[src/rtl/dsf_pkg.sv]
// Shared widths and the frame layout of the serial DAC front end.
// Assumes: the frame is 15 bits, least significant bit first on the wire.
package dsf_pkg;
    localparam int CODE_W  = 8;
    localparam int CHAN_W  = 3;
    localparam int DEV_W   = 4;
    localparam int FRAME_W = CODE_W + CHAN_W + DEV_W;
    localparam int N_CH    = 6;
    localparam int SYNC_STAGES = 2;
    // Lower three device-code bits must read 0,0,1 (first bit sent is bit 0)
    localparam logic [DEV_W-2:0] DEV_FIXED = 3'b100;

    typedef logic [CODE_W-1:0] code_t;

    typedef struct packed {
        logic [DEV_W-1:0]  dev;
        logic [CHAN_W-1:0] chan;
        code_t             code;
    } frame_t;
endpackage

[src/rtl/dsf_sync.sv]
// Multi-stage synchroniser for a vector of asynchronous levels.
// Assumes: every bit is sampled independently; all outputs share the same delay.
module dsf_sync #(
    parameter int W      = 4,
    parameter int STAGES = 2
) (
    input  logic         clk,
    input  logic         rst_n,
    input  logic [W-1:0] async_i,
    output logic [W-1:0] level_o
);
    logic [W-1:0] pipe [STAGES];

    // Clock the raw levels through STAGES flops
    always_ff @(posedge clk) begin
        if (!rst_n) begin
            for (int k = 0; k < STAGES; k++) pipe[k] <= '0;
        end else begin
            pipe[0] <= async_i;
            for (int k = 1; k < STAGES; k++) pipe[k] <= pipe[k-1];
        end
    end

    assign level_o = pipe[STAGES-1];
endmodule

[src/rtl/dsf_edge.sv]
// Rising-edge detector on already-synchronised levels: one-cycle pulse per edge.
// Assumes: inputs are synchronous to clk.
module dsf_edge #(
    parameter int W = 2
) (
    input  logic         clk,
    input  logic         rst_n,
    input  logic [W-1:0] level_i,
    output logic [W-1:0] rise_o
);
    logic [W-1:0] prev_q;

    // Remember the previous level of each input
    always_ff @(posedge clk) begin
        if (!rst_n) prev_q <= '0;
        else        prev_q <= level_i;
    end

    assign rise_o = level_i & ~prev_q;
endmodule

[src/rtl/dsf_shift.sv]
// Frame shift register: on each shift pulse the new bit enters at the top,
// so the first bit sent ends at bit 0 after a full frame.
// Assumes: shift_i is a single-cycle pulse per serial clock edge.
module dsf_shift #(
    parameter int FRAME_W = 15
) (
    input  logic               clk,
    input  logic               rst_n,
    input  logic               shift_i,
    input  logic               bit_i,
    output logic [FRAME_W-1:0] frame_o
);
    // Shift right, new bit in at the most significant end
    always_ff @(posedge clk) begin
        if (!rst_n)       frame_o <= '0;
        else if (shift_i) frame_o <= {bit_i, frame_o[FRAME_W-1:1]};
    end
endmodule

[src/rtl/dsf_decode.sv]
// Device-code comparator and channel decoder: produces a one-hot write enable.
// Assumes: channel numbers start at 1; numbers with no channel write nothing.
module dsf_decode
    import dsf_pkg::*;
#(
    parameter int NCH = N_CH
) (
    input  logic [FRAME_W-1:0] frame_i,
    input  logic               pin_i,
    input  logic               load_i,
    input  logic               block_i,
    output logic [NCH-1:0]     wr_en_o
);
    frame_t f;
    logic   dev_ok;
    logic   go;

    assign f = frame_t'(frame_i);

    // Fixed low bits plus the top bit matching the address pin
    always_comb begin
        dev_ok = (f.dev[DEV_W-2:0] == DEV_FIXED) && (f.dev[DEV_W-1] == pin_i);
        go     = load_i && dev_ok && !block_i;
    end

    for (genvar i = 0; i < NCH; i++) begin : g_dec
        assign wr_en_o[i] = go && (f.chan == CHAN_W'(i + 1));
    end
endmodule

[src/rtl/dsf_bank.sv]
// Six holding registers, written one at a time, cleared together on fault.
// Assumes: wr_en_i is at most one-hot.
module dsf_bank
    import dsf_pkg::*;
#(
    parameter int NCH = N_CH
) (
    input  logic                clk,
    input  logic                rst_n,
    input  logic                clr_i,
    input  logic [NCH-1:0]      wr_en_i,
    input  code_t               code_i,
    output logic [NCH*CODE_W-1:0] ch_o
);
    for (genvar i = 0; i < NCH; i++) begin : g_ch
        code_t hold_q;
        // Hold the channel code; clear on reset or supply fault
        always_ff @(posedge clk) begin
            if (!rst_n || clr_i) hold_q <= '0;
            else if (wr_en_i[i]) hold_q <= code_i;
        end
        assign ch_o[i*CODE_W +: CODE_W] = hold_q;
    end
endmodule

[src/rtl/dac6_serial_front.sv]
// Top level: synchronises the serial wires, assembles frames and loads the
// addressed channel on each strobe rising edge.
// Assumes: the serial wires are slower than several clk cycles per phase.
module dac6_serial_front
    import dsf_pkg::*;
(
    input  logic                   clk,
    input  logic                   rst_n,
    input  logic                   pwr_fail,
    input  logic                   ser_data,
    input  logic                   ser_clk,
    input  logic                   ser_strobe,
    input  logic                   sel_pin,
    output logic [N_CH*CODE_W-1:0] ch_code_o
);
    logic [3:0]         lvl;
    logic [1:0]         rise;
    logic               data_s, sclk_s, strb_s, pin_s;
    logic               shift_rise, strb_rise;
    logic [FRAME_W-1:0] frame_q;
    logic [N_CH-1:0]    wr_en;
    frame_t             fr;

    dsf_sync #(.W(4), .STAGES(SYNC_STAGES)) u_sync (
        .clk(clk), .rst_n(rst_n),
        .async_i({sel_pin, ser_strobe, ser_clk, ser_data}),
        .level_o(lvl)
    );
    assign {pin_s, strb_s, sclk_s, data_s} = lvl;

    dsf_edge #(.W(2)) u_edge (
        .clk(clk), .rst_n(rst_n),
        .level_i({strb_s, sclk_s}),
        .rise_o(rise)
    );
    assign {strb_rise, shift_rise} = rise;

    dsf_shift #(.FRAME_W(FRAME_W)) u_shift (
        .clk(clk), .rst_n(rst_n),
        .shift_i(shift_rise), .bit_i(data_s),
        .frame_o(frame_q)
    );

    dsf_decode #(.NCH(N_CH)) u_dec (
        .frame_i(frame_q), .pin_i(pin_s),
        .load_i(strb_rise), .block_i(pwr_fail),
        .wr_en_o(wr_en)
    );

    assign fr = frame_t'(frame_q);

    dsf_bank #(.NCH(N_CH)) u_bank (
        .clk(clk), .rst_n(rst_n), .clr_i(pwr_fail),
        .wr_en_i(wr_en), .code_i(fr.code),
        .ch_o(ch_code_o)
    );
endmodule

[config.mk]
export PLATFORM = sky130hd
export DESIGN_NAME = dac6_serial_front
export DESIGN_NICKNAME = d
export VERILOG_FILES = /design/src/rtl/dsf_pkg.sv /design/src/rtl/dsf_sync.sv /design/src/rtl/dsf_edge.sv /design/src/rtl/dsf_shift.sv /design/src/rtl/dsf_decode.sv /design/src/rtl/dsf_bank.sv /design/src/rtl/dac6_serial_front.sv
export SDC_FILE = /design/constraint.sdc
export NUM_CORES = 1
export LEC_CHECK = 0
export BUFFER_PORTS_ARGS = -buffer_cell sky130_fd_sc_hd__buf_2
export CORE_ASPECT_RATIO = 0.9
export CORE_UTILIZATION = 58
export DETAILED_ROUTE_END_ITERATION = 12
export PLACE_DENSITY = 0.87
export SYNTH_ARGS = -nofsm -noshare
export SYNTH_HDL_FRONTEND = slang
export SYNTH_HIERARCHICAL = 1
export SYNTH_SLANG_ARGS = --single-unit
[constraint.sdc]
create_clock -name clk -period 4 [get_ports clk]
set_input_delay 0.8 -clock clk [delete_from_list [all_inputs] [get_ports clk]]
set_output_delay 0.8 -clock clk [all_outputs]
set_load 0.01 [all_outputs]
# --- Word level (Yosys, flattened, before mapping) ---
# Memory sizes are Yosys's and may differ from the RTL's.
# Cells that the tools add are included.
word_totals:
  reg_bits: 65
  ram_bits: 8
  in_bits: 7
  out_inout_bits: 48
  memories: 1
memory_table:
  columns: ["name", "words", "word_bits", "read_ports", "rd_clocked_by_memory_dff", "wr", "line_no", "rtl"]
  rows:
  - ["u_sync.pipe", 2, 4, 2, 0, 2, "dsf_sync.sv:12", "logic [W-1:0] pipe [STAGES];"]
classes:
  n_eq_ne: 8
  n_mux: 4
  bitwise: 4
  n_reduce_logical: 12
ops:
  columns: ["cell", "count"]
  rows:
  - ["3-bit equality test, second input constant", 4]
  - ["1-bit logical AND", 9]
  - ["4-bit two-way mux", 2]
  - ["3-bit by 2-bit equality test with 1-bit output, second input constant", 2]
  - ["3-bit by 1-bit equality test with 1-bit output, second input constant", 1]
  - ["2-bit AND", 1]
  - ["1-bit zero test", 2]
  - ["1-bit two-way mux", 2]
  - ["2-bit inverter", 1]
  - ["1-bit OR", 2]
  - ["1-bit equality test", 1]
  - ["1-bit logical OR", 1]

# --- Longest topological paths before layout ---
# Gate-level depths: netlist of the first run.
depth:
  ltp_word: 5
  ltp_mapped: 8

# --- Cells and area by module ---
# Netlist of the first run, hierarchy kept.
by_module_without_submodules:
  columns: ["mod", "n_inst", "cells_per_inst", "area_per_inst_um2", "seq_area_each_um2"]
  rows:
  - ["dsf_bank", 1, 156, 1774.2, 960.9]
  - ["dsf_shift", 1, 48, 579.3, 300.3]
  - ["dsf_sync", 1, 20, 240.2, 160.2]
  - ["dsf_decode", 1, 14, 112.6, 0.0]
  - ["dsf_edge", 1, 6, 80.1, 40.0]

# --- Worst setup path after synthesis of the first run ---
# Ideal clock, no wire load.
synth_path:
  path_kind: "input-to-reg"
  from: "input port pwr_fail"
  to: "register u_bank.g_ch[0].hold_q[0]"
  setup_ns: 0.115
  t_arrival_ns: 1.756
  required_time_ns: 3.885
  slack_ns: 2.130
  cell_stages: 6
  path_cell_list: "nand3b_4 > nand4bb_1 > nor3_1 > buf_4 > mux2i_1 > nor2_2"
synth_via:
  elab_chain_cells: 3
  word_cells_on_any_way: 4
  cone_classes: "4 x reduce/logical"
synth_rtl:
  columns: ["element", "line_no", "rtl"]
  rows:
  - ["start: declaration", "dac6_serial_front.sv:9", "input logic pwr_fail,"]
  - ["1-bit zero test", "dsf_decode.sv:23", "go = load_i && dev_ok && !block_i;"]
  - ["1-bit logical AND", "dsf_decode.sv:23", null]
  - ["1-bit logical AND", "dsf_decode.sv:27", "assign wr_en_o[i] = go && (f.chan == CHAN_W'(i + 1));"]
  - ["via wr_en[0]", "dac6_serial_front.sv:21", "logic [N_CH-1:0] wr_en;"]
  - ["end signal: assignment", "dsf_bank.sv:20", "else if (wr_en_i[i]) hold_q <= code_i;"]
  - ["end: declaration", "dsf_bank.sv:16", "code_t hold_q;"]
# The timed path passes the listed nets, and every way through them passes these cells.
# A chain may end at the register's enable or synchronous reset.

# --- Worst setup path after layout of the first run ---
layout_path:
  from: "input port pwr_fail"
  to: "register u_bank.g_ch[3].hold_q[5]"
layout_via:
  elab_chain_cells: 3
  word_cells_on_any_way: 4
  cone_classes: "4 x reduce/logical"
layout_rtl:
  columns: ["element", "line_no"]
  rows:
  - ["1-bit zero test", "dsf_decode.sv:23"]
  - ["1-bit logical AND", "dsf_decode.sv:23"]
  - ["1-bit logical AND", "dsf_decode.sv:27"]
  - ["via wr_en[3]", "dac6_serial_front.sv:21"]
  - ["end signal: assignment", "dsf_bank.sv:20"]
  - ["end: declaration", "dsf_bank.sv:16"]
# The timed path passes the listed nets, and every way through them passes these cells.

==> results.toml, run 1 <==
[status]
status = "completed"

[clock_network]
clkLatencyLatePin_ps = 330
clock_path_buffers = 2
post_cts.repair.setup_buffers = 0
ctsRootBufferMaster = "sky130_fd_sc_hd__clkbuf_8"
cts.sinks = 73
cts-htree-levels = 3
cts.repair.resized = 0
tritoncts = "built"
cts_hold_buffers = 0
tritoncts.num_buffers = 9
path_clk_slew_ps = 70

[finish]
layout.nets = 301
areaGrowthSynthToFinish_pct = 15.0
post_route_cells_drive_above_1_share_pct = 33.3
antenna-diode-count = 0

[power]
share_comb_of_total_power_pct = 2.3
overall_power_after_layout_uw = 1310
power_frac_seq_pct = 56.1
cell_internal_pwr_uw = 1040
clkPwrFrac_pct = 41.6
power_leakage_uw = 0.00122
vdd.ir_drop.worst_v = 0.000249
power.switching_uw = 265
power.share.switching_pct = 20.3
power_density_nw_per_um2 = 407

[grt]
grt_max_degree = 49
groute.layer.met1.usage_pct = 26.3
grt_first_pass_wirelength_um = 8180
grt-busiest-layer = "met2"
groute.layer.met3.usage_pct = 10.6
antenna_found_initial = 0
vias_in_the_first_global_route = 1735
grt_remaining_overflow = 0
grt_met2_use_pct = 36.6
gr-usage-all-layers_pct = 22.5

[route]
drt-pass1-iter-count = 4
wirelength_um = 5210
initial_drc_count = 101
final_antenna_net_count = 0
viasPerCell = 5.05
drt_drc_violations_left = 0
detailroute.via_count = 1812
wl_per_cell_um = 14.5

[critical_path]
r2r_start = "u_shift/frame_o[14]"
crit_path_end = "u_bank/g_ch[3].hold_q[5]"
critical_path_class = "input port to flop"
start_kind = "input port"
cp-startpoint = "pwr_fail"
cp.arrival_ps = 2540
worstPathRequired_ps = 4200
rr_worst_depth = 5
r2r_slack_ps = 1730
setup_crit_end_kind = "flop"
timing.rr.end = "u_bank/g_ch[3].hold_q[5]"
cp_max_fanout = 8

[timing]
finalSetupViolations = 0
final.period_utilization_pct = 58.5
fmaxAchievable_ghz = 0.427
max-slew-margin-rel_pct = 14.2
skew_ps = 6.50
final.setup.tns_ps = 0
grt_setup_unrepaired = "false"
tightest_slew_ps = 1280
timing.final.hold_violations = 0
finalCriticalPeriod_ps = 2340
final-max-slew-violation-count = 0

[floorplanning]
die-area_um2 = 5090
top_level_ports = 55
placeableCoreArea_um2 = 4550
chip_width_um = 75.1
placementRows = 23
chipHeight_um = 67.8
start_util_pct = 61.3

[synthesis]
yosysTopAreaCellShare_pct = 52.4
yosys_reg_bits = 73
post_synth_inst_count = 244
synth_area_um2 = 2790
synth.avg_cell_area_um2 = 11.4
synth_fp_nets = 251
largest_area_contributor_in_the_synthesized_netlist = "sky130_fd_sc_hd__dfxtp_1"
sequential_to_total_area_share_from_yosys_stat_pct = 52.4
synth_area_leaders = "sky130_fd_sc_hd__dfxtp_1, sky130_fd_sc_hd__mux2i_1, sky130_fd_sc_hd__nor2_2"
synth_cell_type_count = 21
yosys_warnings = 6

[place]
post-dp-hpwl_um = 3470
gp_congestion = 0.816
placement.io_buffers = 54

[min_path]
hold_path.class = "flop to flop"

[flow_run]
maximum_capacitance_violations = 0
-- layout make-up --
type / count / area (um^2)
Clock buffer: 11 / 141
Clock inverter: 3 / 42.5
Fill cell: 353 / 1340
Multi-Input combinational cell: 153 / 1190
Sequential cell: 73 / 1460
Tap cell: 62 / 77.6
Timing Repair Buffer: 57 / 293
-- cells by family (layout without fill, tap and decap cells) --
logic type             count (synthesis)  in the layout  share of synthesized area, %
buffers and inverters                 18             71                          5.52
XOR/XNOR                               1              1                         0.314
flip-flops                            73             73                          52.4
AND/OR/NAND/NOR                       89             89                          19.1
multiplexers                          63             63                          22.6
-- metal layers --
metal	share of wire, %	routed length [um]
met2	49	2560
met5	0	0
met3	5.5	288
met4	0.73	38
met1	45	2330
-- flip-flops by register name (all words and copies together) (netlist names) --
signal	flops
u_edge/prev_q	2
u_sync/pipe	8
u_shift/frame_o	15
u_bank/g_ch.hold_q	48
-- critical path, stage by stage --
cell and delay (ps):
sky130_fd_sc_hd__buf_2 100, sky130_fd_sc_hd__nand3b_4 170, sky130_fd_sc_hd__nor4_2 1040, sky130_fd_sc_hd__mux2i_1 370
sky130_fd_sc_hd__nor2_2 60
-- per-stage QoR --
step | area [um^2] | instances | hold slack, ps | setup slack, ps | util, %
6_report | 3210 | 359 | 434 | 1660 | 70.5
5_1_grt | 3210 | 359 | 460 | 1620 | 70.5
4_1_cts | 3210 | 359 | 439 | 1700 | 70.5
3_5_place_dp | 3020 | 345 | 422 | 1370 | 66.5
3_3_place_gp | 3020 | 345 | 410 | 1400 | 66.5
2_1_floorplan | 2790 | 244 | 406 | 2130 | -
-- layout by cell type, fill, tap and decap left out --
| cell | synthesis | layout |
|---|---|---|
| sky130_fd_sc_hd__nor2_2 | 20 | 20 |
| sky130_fd_sc_hd__nand4bb_1 | 1 | 1 |
| sky130_fd_sc_hd__clkbuf_8 | 0 | 10 |
| sky130_fd_sc_hd__bufinv_16 | 0 | 1 |
| sky130_fd_sc_hd__nand2b_1 | 2 | 2 |
| sky130_fd_sc_hd__clkinv_2 | 0 | 1 |
| sky130_fd_sc_hd__xor2_1 | 1 | 1 |
| sky130_fd_sc_hd__nand3b_4 | 1 | 1 |
| sky130_fd_sc_hd__clkbuf_1 | 1 | 1 |
| sky130_fd_sc_hd__clkinvlp_4 | 0 | 1 |
| sky130_fd_sc_hd__nand2b_4 | 2 | 2 |
| sky130_fd_sc_hd__nor2b_1 | 15 | 15 |
| sky130_fd_sc_hd__nor4_2 | 0 | 3 |
| sky130_fd_sc_hd__nand2_1 | 1 | 1 |
| sky130_fd_sc_hd__mux2i_1 | 63 | 63 |
| sky130_fd_sc_hd__nor2_4 | 1 | 1 |
| sky130_fd_sc_hd__nor2_1 | 30 | 30 |
| sky130_fd_sc_hd__nor2b_4 | 2 | 2 |
| sky130_fd_sc_hd__dfxtp_1 | 73 | 73 |
| sky130_fd_sc_hd__buf_2 | 2 | 54 |
| sky130_fd_sc_hd__nor3_1 | 1 | 1 |
| sky130_fd_sc_hd__and2_1 | 10 | 10 |
| sky130_fd_sc_hd__buf_4 | 10 | 3 |
-- synthesized netlist by cell type --
cell type,n
sky130_fd_sc_hd__buf_4,10
sky130_fd_sc_hd__nand2b_4,2
sky130_fd_sc_hd__buf_2,2
sky130_fd_sc_hd__nor4_1,3
sky130_fd_sc_hd__nor2_2,20
sky130_fd_sc_hd__buf_6,4
sky130_fd_sc_hd__nor2b_4,2
sky130_fd_sc_hd__nand2_1,1
sky130_fd_sc_hd__dfxtp_1,73
sky130_fd_sc_hd__nor3_1,1
sky130_fd_sc_hd__nand4bb_1,1
sky130_fd_sc_hd__xor2_1,1
sky130_fd_sc_hd__mux2i_1,63
sky130_fd_sc_hd__nor2_1,30
sky130_fd_sc_hd__clkbuf_1,1
sky130_fd_sc_hd__nor2_4,1
sky130_fd_sc_hd__nand2b_1,2
sky130_fd_sc_hd__buf_12,1
sky130_fd_sc_hd__nor2b_1,15
sky130_fd_sc_hd__and2_1,10
sky130_fd_sc_hd__nand3b_4,1
-- power by group through the flow --
| stage | clock network [uW] | registers [uW] | logic, uW |
|---|---|---|---|
| final | 543 | 732 | 29.8 |
| after global routing | 591 | 732 | 32.3 |
| after CTS | 555 | 732 | 29.8 |
| after detailed placement | 0 | 749 | 29.7 |
| after global placement | 0 | 749 | 29.7 |
| after floorplan | 0 | 749 | 30.2 |
-- worst min path at each step --
stage / from / end / slack, ps / cells past startpoint
2_1_floorplan: u_sync/pipe[0][2] / u_sync/pipe[0][6] / 410 / 1
3_3_place_gp: u_sync/pipe[0][2] / u_sync/pipe[0][6] / 410 / 1
3_5_place_dp: u_sync/pipe[0][0] / u_sync/pipe[0][4] / 420 / 1
4_1_cts: u_sync/pipe[0][0] / u_sync/pipe[0][4] / 440 / 1
5_1_grt: u_sync/pipe[0][3] / u_sync/pipe[0][7] / 460 / 1
6_report: u_sync/pipe[0][0] / u_sync/pipe[0][4] / 430 / 1
No activity file was read; power rests on OpenSTA's default activity.
==> inputs of run 2 (changes only) <==
ABC_AREA = 1   (was unset)
CORE_UTILIZATION = 54   (was 58)
PLACE_DENSITY = 0.82   (was 0.87)
clock period = 2.35 ns   (was 4 ns; I/O delays follow)
==> run 2 against run 1 <==
Cell count up 37%. Critical path depth up 5. Combinational power rose to 3.0 times the previous value. Via count up 30%. Non-clock buffer count up 6. Hold slack worse by 130 ps. Synthesized area up 1.7%. Sequential cell count unchanged. Critical endpoint is now u_bank/g_ch[1].hold_q[5]. Synthesized cell count up 51%. Critical path type is now flop to flop. Highest routed layer unchanged. Clock power up 110%. Global-route usage down 0.35 points. Largest cell class unchanged. Worst setup slack worse by 850 ps.
==> results.toml, run 2 <==
[finish]
layout.nets = 429
top_regs = "u_bank/g_ch.hold_q x48, u_shift/frame_o x15, u_sync/pipe x8"
num-fill-cells = 421
post_route_cells_drive_above_1_share_pct = 28.1
areaGrowthSynthToFinish_pct = 18.0
layout_common_cells = "sky130_fd_sc_hd__nand2_1, sky130_fd_sc_hd__dfxtp_1, sky130_fd_sc_hd__buf_2, sky130_fd_sc_hd__inv_1, sky130_fd_sc_hd__a21oi_1"
antenna-diode-count = 0
max_ffs_per_register = 48
registers.top_by_ff_count = "u_bank/g_ch.hold_q"
layout.cells.most_common = "sky130_fd_sc_hd__nand2_1"

[route]
met2_wirelength_um = 2690
routedLengthMet1_um = 2670
route.met3.wl_um = 299
wl_per_cell_um = 11.6
top_layer = "met4"
drt_drc_violations_left = 0
initial_drc_count = 171
final_antenna_net_count = 0
wirelength_um = 5730
drt-pass1-iter-count = 4
viasPerCell = 4.78
detailroute.via_count = 2350

[synthesis]
synth_fp_nets = 375
synth.avg_cell_area_um2 = 7.70
synth.cells.most_frequent = "sky130_fd_sc_hd__nand2_1, sky130_fd_sc_hd__dfxtp_1, sky130_fd_sc_hd__inv_1"
post_synth_inst_count = 368
yosys_reg_bits = 73
yosysTopAreaCellShare_pct = 51.6
synth_cell_type_count = 14
synth_area_um2 = 2830
postSynth.asyncResetShare_pct = 0
synth_area_leaders = "sky130_fd_sc_hd__dfxtp_1, sky130_fd_sc_hd__nand2_1, sky130_fd_sc_hd__a21oi_2"
post-synth-top-count-cell = "sky130_fd_sc_hd__nand2_1"
yosys_warnings = 6
synth_enable_flop_cells = 0
sequential_to_total_area_share_from_yosys_stat_pct = 51.6
largest_area_contributor_in_the_synthesized_netlist = "sky130_fd_sc_hd__dfxtp_1"
synth_top_flop_cell = "sky130_fd_sc_hd__dfxtp_1"

[timing]
tightest_slew_ps = 608
finalCriticalPeriod_ps = 1540
max-slew-margin-rel_pct = 59.5
final.period_utilization_pct = 65.4
timing.final.hold_violations = 0
final.setup.tns_ps = 0
fmaxAchievable_ghz = 0.650
finalSetupViolations = 0
grt_setup_unrepaired = "false"
final-max-slew-violation-count = 0
skew_ps = 7.96

[critical_path]
start_kind = "flop"
crit_path_largest_cell_delay_ps = 330
cp.arrival_ps = 1750
worstPathRequired_ps = 2560
timing.critical_path.cells = "inv_1 > nor2_2 > nand2_1 > nor2_1 > nand2_2 > nor3_1 > buf_4 > inv_1 > nand2_1 > a21oi_2"
cp_max_fanout = 9
setup_crit_end_kind = "flop"
cp_slowest_cell = "sky130_fd_sc_hd__dfxtp_1"
critical_path_class = "flop to flop"

[grt]
grt_first_pass_wirelength_um = 9420
antenna_found_initial = 0
gr-usage-all-layers_pct = 22.2
grt_max_degree = 49
vias_in_the_first_global_route = 2017
grt_remaining_overflow = 0

[clock_network]
cts_hold_buffers = 0
ctsRootBufferMaster = "sky130_fd_sc_hd__clkbuf_8"
clkLatencyLatePin_ps = 350
tritoncts = "built"
post_cts.repair.setup_buffers = 0
clock_path_buffers = 2
path_clk_slew_ps = 70
tritoncts.num_buffers = 9
cts.repair.resized = 0
cts-htree-levels = 3
cts.sinks = 73

[place]
placement.io_buffers = 54
post-dp-hpwl_um = 3860
gp_congestion = 0.766

[floorplanning]
placeableCoreArea_um2 = 4950
placementRows = 24
chipHeight_um = 70.7
die-area_um2 = 5540
top_level_ports = 55
start_util_pct = 57.2
chip_width_um = 78.4

[power]
vdd.ir_drop.worst_v = 0.000506
power_density_nw_per_um2 = 748
overall_power_after_layout_uw = 2500
power_leakage_uw = 0.00138

[flow_run]
maximum_capacitance_violations = 0

[min_path]
hold_path.class = "input port to flop"

[status]
status = "completed"
-- run 2: where the power goes --
part / switching [uW] / internal (uW) / total, uW / leakage (uW)
registers: 27.9 / 1260 / 1280 / 0.000591
logic: 60.4 / 30.2 / 90.6 / 0.000665
clock network: 441 / 685 / 1130 / 0.000123
-- run 2: cell type report --
class / count / area (um^2) / share of cell area (%)
well taps: 65 / 81.3 / 2.43
clock inverters: 4 / 73.8 / 2.21
inverters: 39 / 146 / 4.38
repair buffers: 63 / 338 / 10.1
clock buffers: 12 / 165 / 4.94
flip-flops and latches: 73 / 1460 / 43.7
multi-input cells: 236 / 1080 / 32.2
-- run 2: layer usage --
| layer | vias up | track usage (%) |
|---|---|---|
| li1 | 1225 | - |
| met1 | 1055 | 28.2 |
| met2 | 64 | 35.5 |
| met3 | 6 | 7.74 |
| met4 | 0 | 6.79 |
| met5 | - | 0 |
-- run 2: metrics by stage --
step / area (um^2) / instances / hold WS [ps] / utilization, % / setup WS (ps)
final: 3340 / 492 / 302 / 67.5 / 812
after global routing: 3340 / 492 / 283 / 67.5 / 586
after CTS: 3340 / 492 / 288 / 67.5 / 796
after detailed placement: 3110 / 476 / 396 / 62.7 / 696
after global placement: 3110 / 476 / 389 / 62.7 / 762
after floorplan: 2830 / 368 / 386 / - / 992
-- run 2: worst max-delay path, delay by kind of cell (launching register included) --
family | cells | cell delay (ps)
and+or+nand+nor | 6 | 630
AOI/OAI and AO/OA | 1 | 50
buffers and inverters | 3 | 380
DFF | 1 | 330
-- run 2: path summary, 6_finish.rpt --
| check | from | endpoint | slack, ps | cells after the start |
|---|---|---|---|---|
| max | u_sync/pipe[0][6] | u_bank/g_ch[1].hold_q[5] | 810 | 10 |
| min | ser_strobe | u_sync/pipe[0][2] | 300 | 3 |
| max reg2reg | u_sync/pipe[0][6] | u_bank/g_ch[1].hold_q[5] | 810 | 10 |
| min reg2reg | u_sync/pipe[0][2] | u_sync/pipe[0][6] | 410 | 2 |
-- run 2: logic make-up after synthesis --
group,share of synthesized area [%]
AO/OA/AOI/OAI,11.1
buffers and inverters,10.4
flip-flops,51.6
AND/OR/NAND/NOR,26.9
==> inputs of run 3 (changes only) <==
clock period = 1.47 ns   (was 2.35 ns; I/O delays follow)
==> run 3 against run 2 <==
The flow now finishes with violations (setup timing). Global-route usage grew 1.3 points. Largest power group unchanged. Cell count up 1.2%. Largest cell class unchanged. Via count up 3.4%. Combinational power up 81%. Highest routed layer unchanged. Sequential power up 61%. Worst setup slack got worse by 850 ps. Clock power is 61% higher. Die area did not move.
==> results.toml, run 3 (synthesized netlist as in run 2, its figures left out) <==
[clock_network]
clock_path_buffers = 2
ctsRootBufferMaster = "sky130_fd_sc_hd__clkbuf_8"
cts-htree-levels = 3
path_clk_slew_ps = 70
tritoncts = "built"
clkLatencyLatePin_ps = 340
cts.sinks = 73
tritoncts.num_buffers = 9

[route]
final_antenna_net_count = 0
wl_per_cell_um = 12.5
initial_drc_count = 133
wirelength_um = 6220
detailroute.via_count = 2429
drt-pass1-iter-count = 4
drt_drc_violations_left = 0
viasPerCell = 4.88

[critical_path]
crit_path_largest_cell_delay_ps = 330
cp_common_cell = "sky130_fd_sc_hd__nor2_2"
critPathBufInv = 3
setup_crit_end_kind = "flop"
rr_worst_depth = 10
cp.arrival_ps = 1730
worst_path_dominant_cell_family = "simple AND/OR/NAND/NOR gates"
path_depth = 10
timing.critical_path.cells = "inv_2 > nor2_2 > nand2_1 > nor2_2 > nand2_4 > nor3_2 > buf_4 > clkinvlp_4 > nand2_2 > a21oi_2"
r2r_slack_ps = -40
cp_slowest_cell = "sky130_fd_sc_hd__dfxtp_2"
r2r_start = "u_sync/pipe[0][6]"
timing.rr.end = "u_bank/g_ch[2].hold_q[5]"
start_kind = "flop"
cp-startpoint = "u_sync/pipe[0][6]"
critical_path_class = "flop to flop"
cp_max_fanout = 8
crit_path_end = "u_bank/g_ch[2].hold_q[5]"
worstPathRequired_ps = 1690

[timing]
whs_ps = 131
finalCriticalPeriod_ps = 1510
tightest_slew_ps = 418
skew_ps = 7.81
setup_ws_ps = -37.2
grt_setup_unrepaired = "true"
max-slew-margin-rel_pct = 72.1
fmaxAchievable_ghz = 0.663
final.setup.tns_ps = -222
final-max-slew-violation-count = 0
timing.final.hold_violations = 0
finalSetupViolations = 10
final.period_utilization_pct = 103

[status]
status = "finished with violations"
violations = "setup timing"

[grt]
vias_in_the_first_global_route = 2214
grt-busiest-layer = "met2"
grt_remaining_overflow = 0
groute.layer.met3.usage_pct = 7.61
antenna_found_initial = 0
grt_max_degree = 49
groute.layer.met1.usage_pct = 27.8
grt_met2_use_pct = 39.0
gr-usage-all-layers_pct = 23.5
grt_first_pass_wirelength_um = 9930

[place]
post-dp-hpwl_um = 3820
placement.io_buffers = 54
gp_congestion = 0.758

[finish]
registers.top_by_ff_count = "u_bank/g_ch.hold_q"
post_route_cells_drive_above_1_share_pct = 35.1
areaGrowthSynthToFinish_pct = 24.5
max_ffs_per_register = 48
layout.cells.most_common = "sky130_fd_sc_hd__nand2_1"
layout_common_cells = "sky130_fd_sc_hd__nand2_1, sky130_fd_sc_hd__dfxtp_1, sky130_fd_sc_hd__buf_2, sky130_fd_sc_hd__inv_1, sky130_fd_sc_hd__a21oi_1"
antenna-diode-count = 0
layout.nets = 435
top_regs = "u_bank/g_ch.hold_q x48, u_shift/frame_o x15, u_sync/pipe x8"
final_core_utilization_pct = 71.2

[floorplanning]
placementRows = 24
chipHeight_um = 70.7
chip_width_um = 78.4
placeableCoreArea_um2 = 4950
start_util_pct = 57.2
top_level_ports = 55
die-area_um2 = 5540

[power]
vdd.ir_drop.worst_v = 0.000780
overall_power_after_layout_uw = 4040
power_density_nw_per_um2 = 1140
power_leakage_uw = 0.00144

[flow_run]
maximum_capacitance_violations = 0

[min_path]
hold_path.class = "input port to flop"
-- run 3: changes by cell type in the layout (fill, tap and decap cells not counted), sizes merged --
| cell | previous run | this run |
|---|---|---|
| clkinvlp | 0 | 1 |
| clkdlybuf4s15 | 0 | 1 |
| inv | 39 | 38 |
| buf | 63 | 68 |
-- run 3: metrics by stage --
step                      area [um^2]  setup slack, ps  instances
after floorplan                  2830              112        368
after global placement           3130             13.9        476
after detailed placement         3130            -4.07        476
after CTS                        3380            -1.68        492
after global routing             3530             -143        498
final                            3530            -37.2        498
-- run 3: worst register-to-register path, delay by kind of cell, from the launching register on --
family | cells | cell delay (ps)
AO/OA/AOI/OAI | 1 | 50
flip-flops | 1 | 330
AND/OR/NAND/NOR | 6 | 590
buffers and inverters | 3 | 410
-- run 3: how the worst min path moves through the flow --
| stage | start | endpoint | cells past startpoint |
|---|---|---|---|
| finish | ser_strobe | u_sync/pipe[0][2] | 3 |
| floorplan | u_sync/pipe[0][2] | u_sync/pipe[0][6] | 2 |
| CTS | ser_strobe | u_sync/pipe[0][2] | 3 |
| global placement | u_sync/pipe[0][0] | u_sync/pipe[0][4] | 2 |
| global route | ser_clk | u_sync/pipe[0][1] | 3 |
| detailed placement | u_sync/pipe[0][0] | u_sync/pipe[0][4] | 2 |
-- run 3: area by class of cell --
cell class | count | area, um^2
Clock buffer | 12 | 165
Clock inverter | 4 | 73.8
Fill cell | 390 | 1430
Inverter | 39 | 158
Multi-Input combinational cell | 236 | 1170
Sequential cell | 73 | 1460
Tap cell | 65 | 81.3
Timing Repair Buffer | 69 | 419
-- run 3: power by group --
| part | internal [uW] | switching [uW] | total, uW | leakage (uW) |
|---|---|---|---|---|
| combinational | 57.0 | 107 | 164 | 0.000728 |
| clock | 1090 | 724 | 1820 | 0.000123 |
| sequential | 2010 | 46.9 | 2060 | 0.000592 |
-- run 3: layer usage --
layer,routed length [um],part of all wire [%],vias up
li1,-,-,1238
met1,2780,45,1095
met2,2960,48,82
met3,346,5.6,14
met4,138,2.2,0
met5,0,0,-
-- run 3: what timing repair did --
item	in CTS	in global routing
gates cloned	0	2
setup buffers	0	4
pin swaps	0	11
hold buffers	0	0
endpoints found under the setup margin	5	48
gates resized for setup	3	34
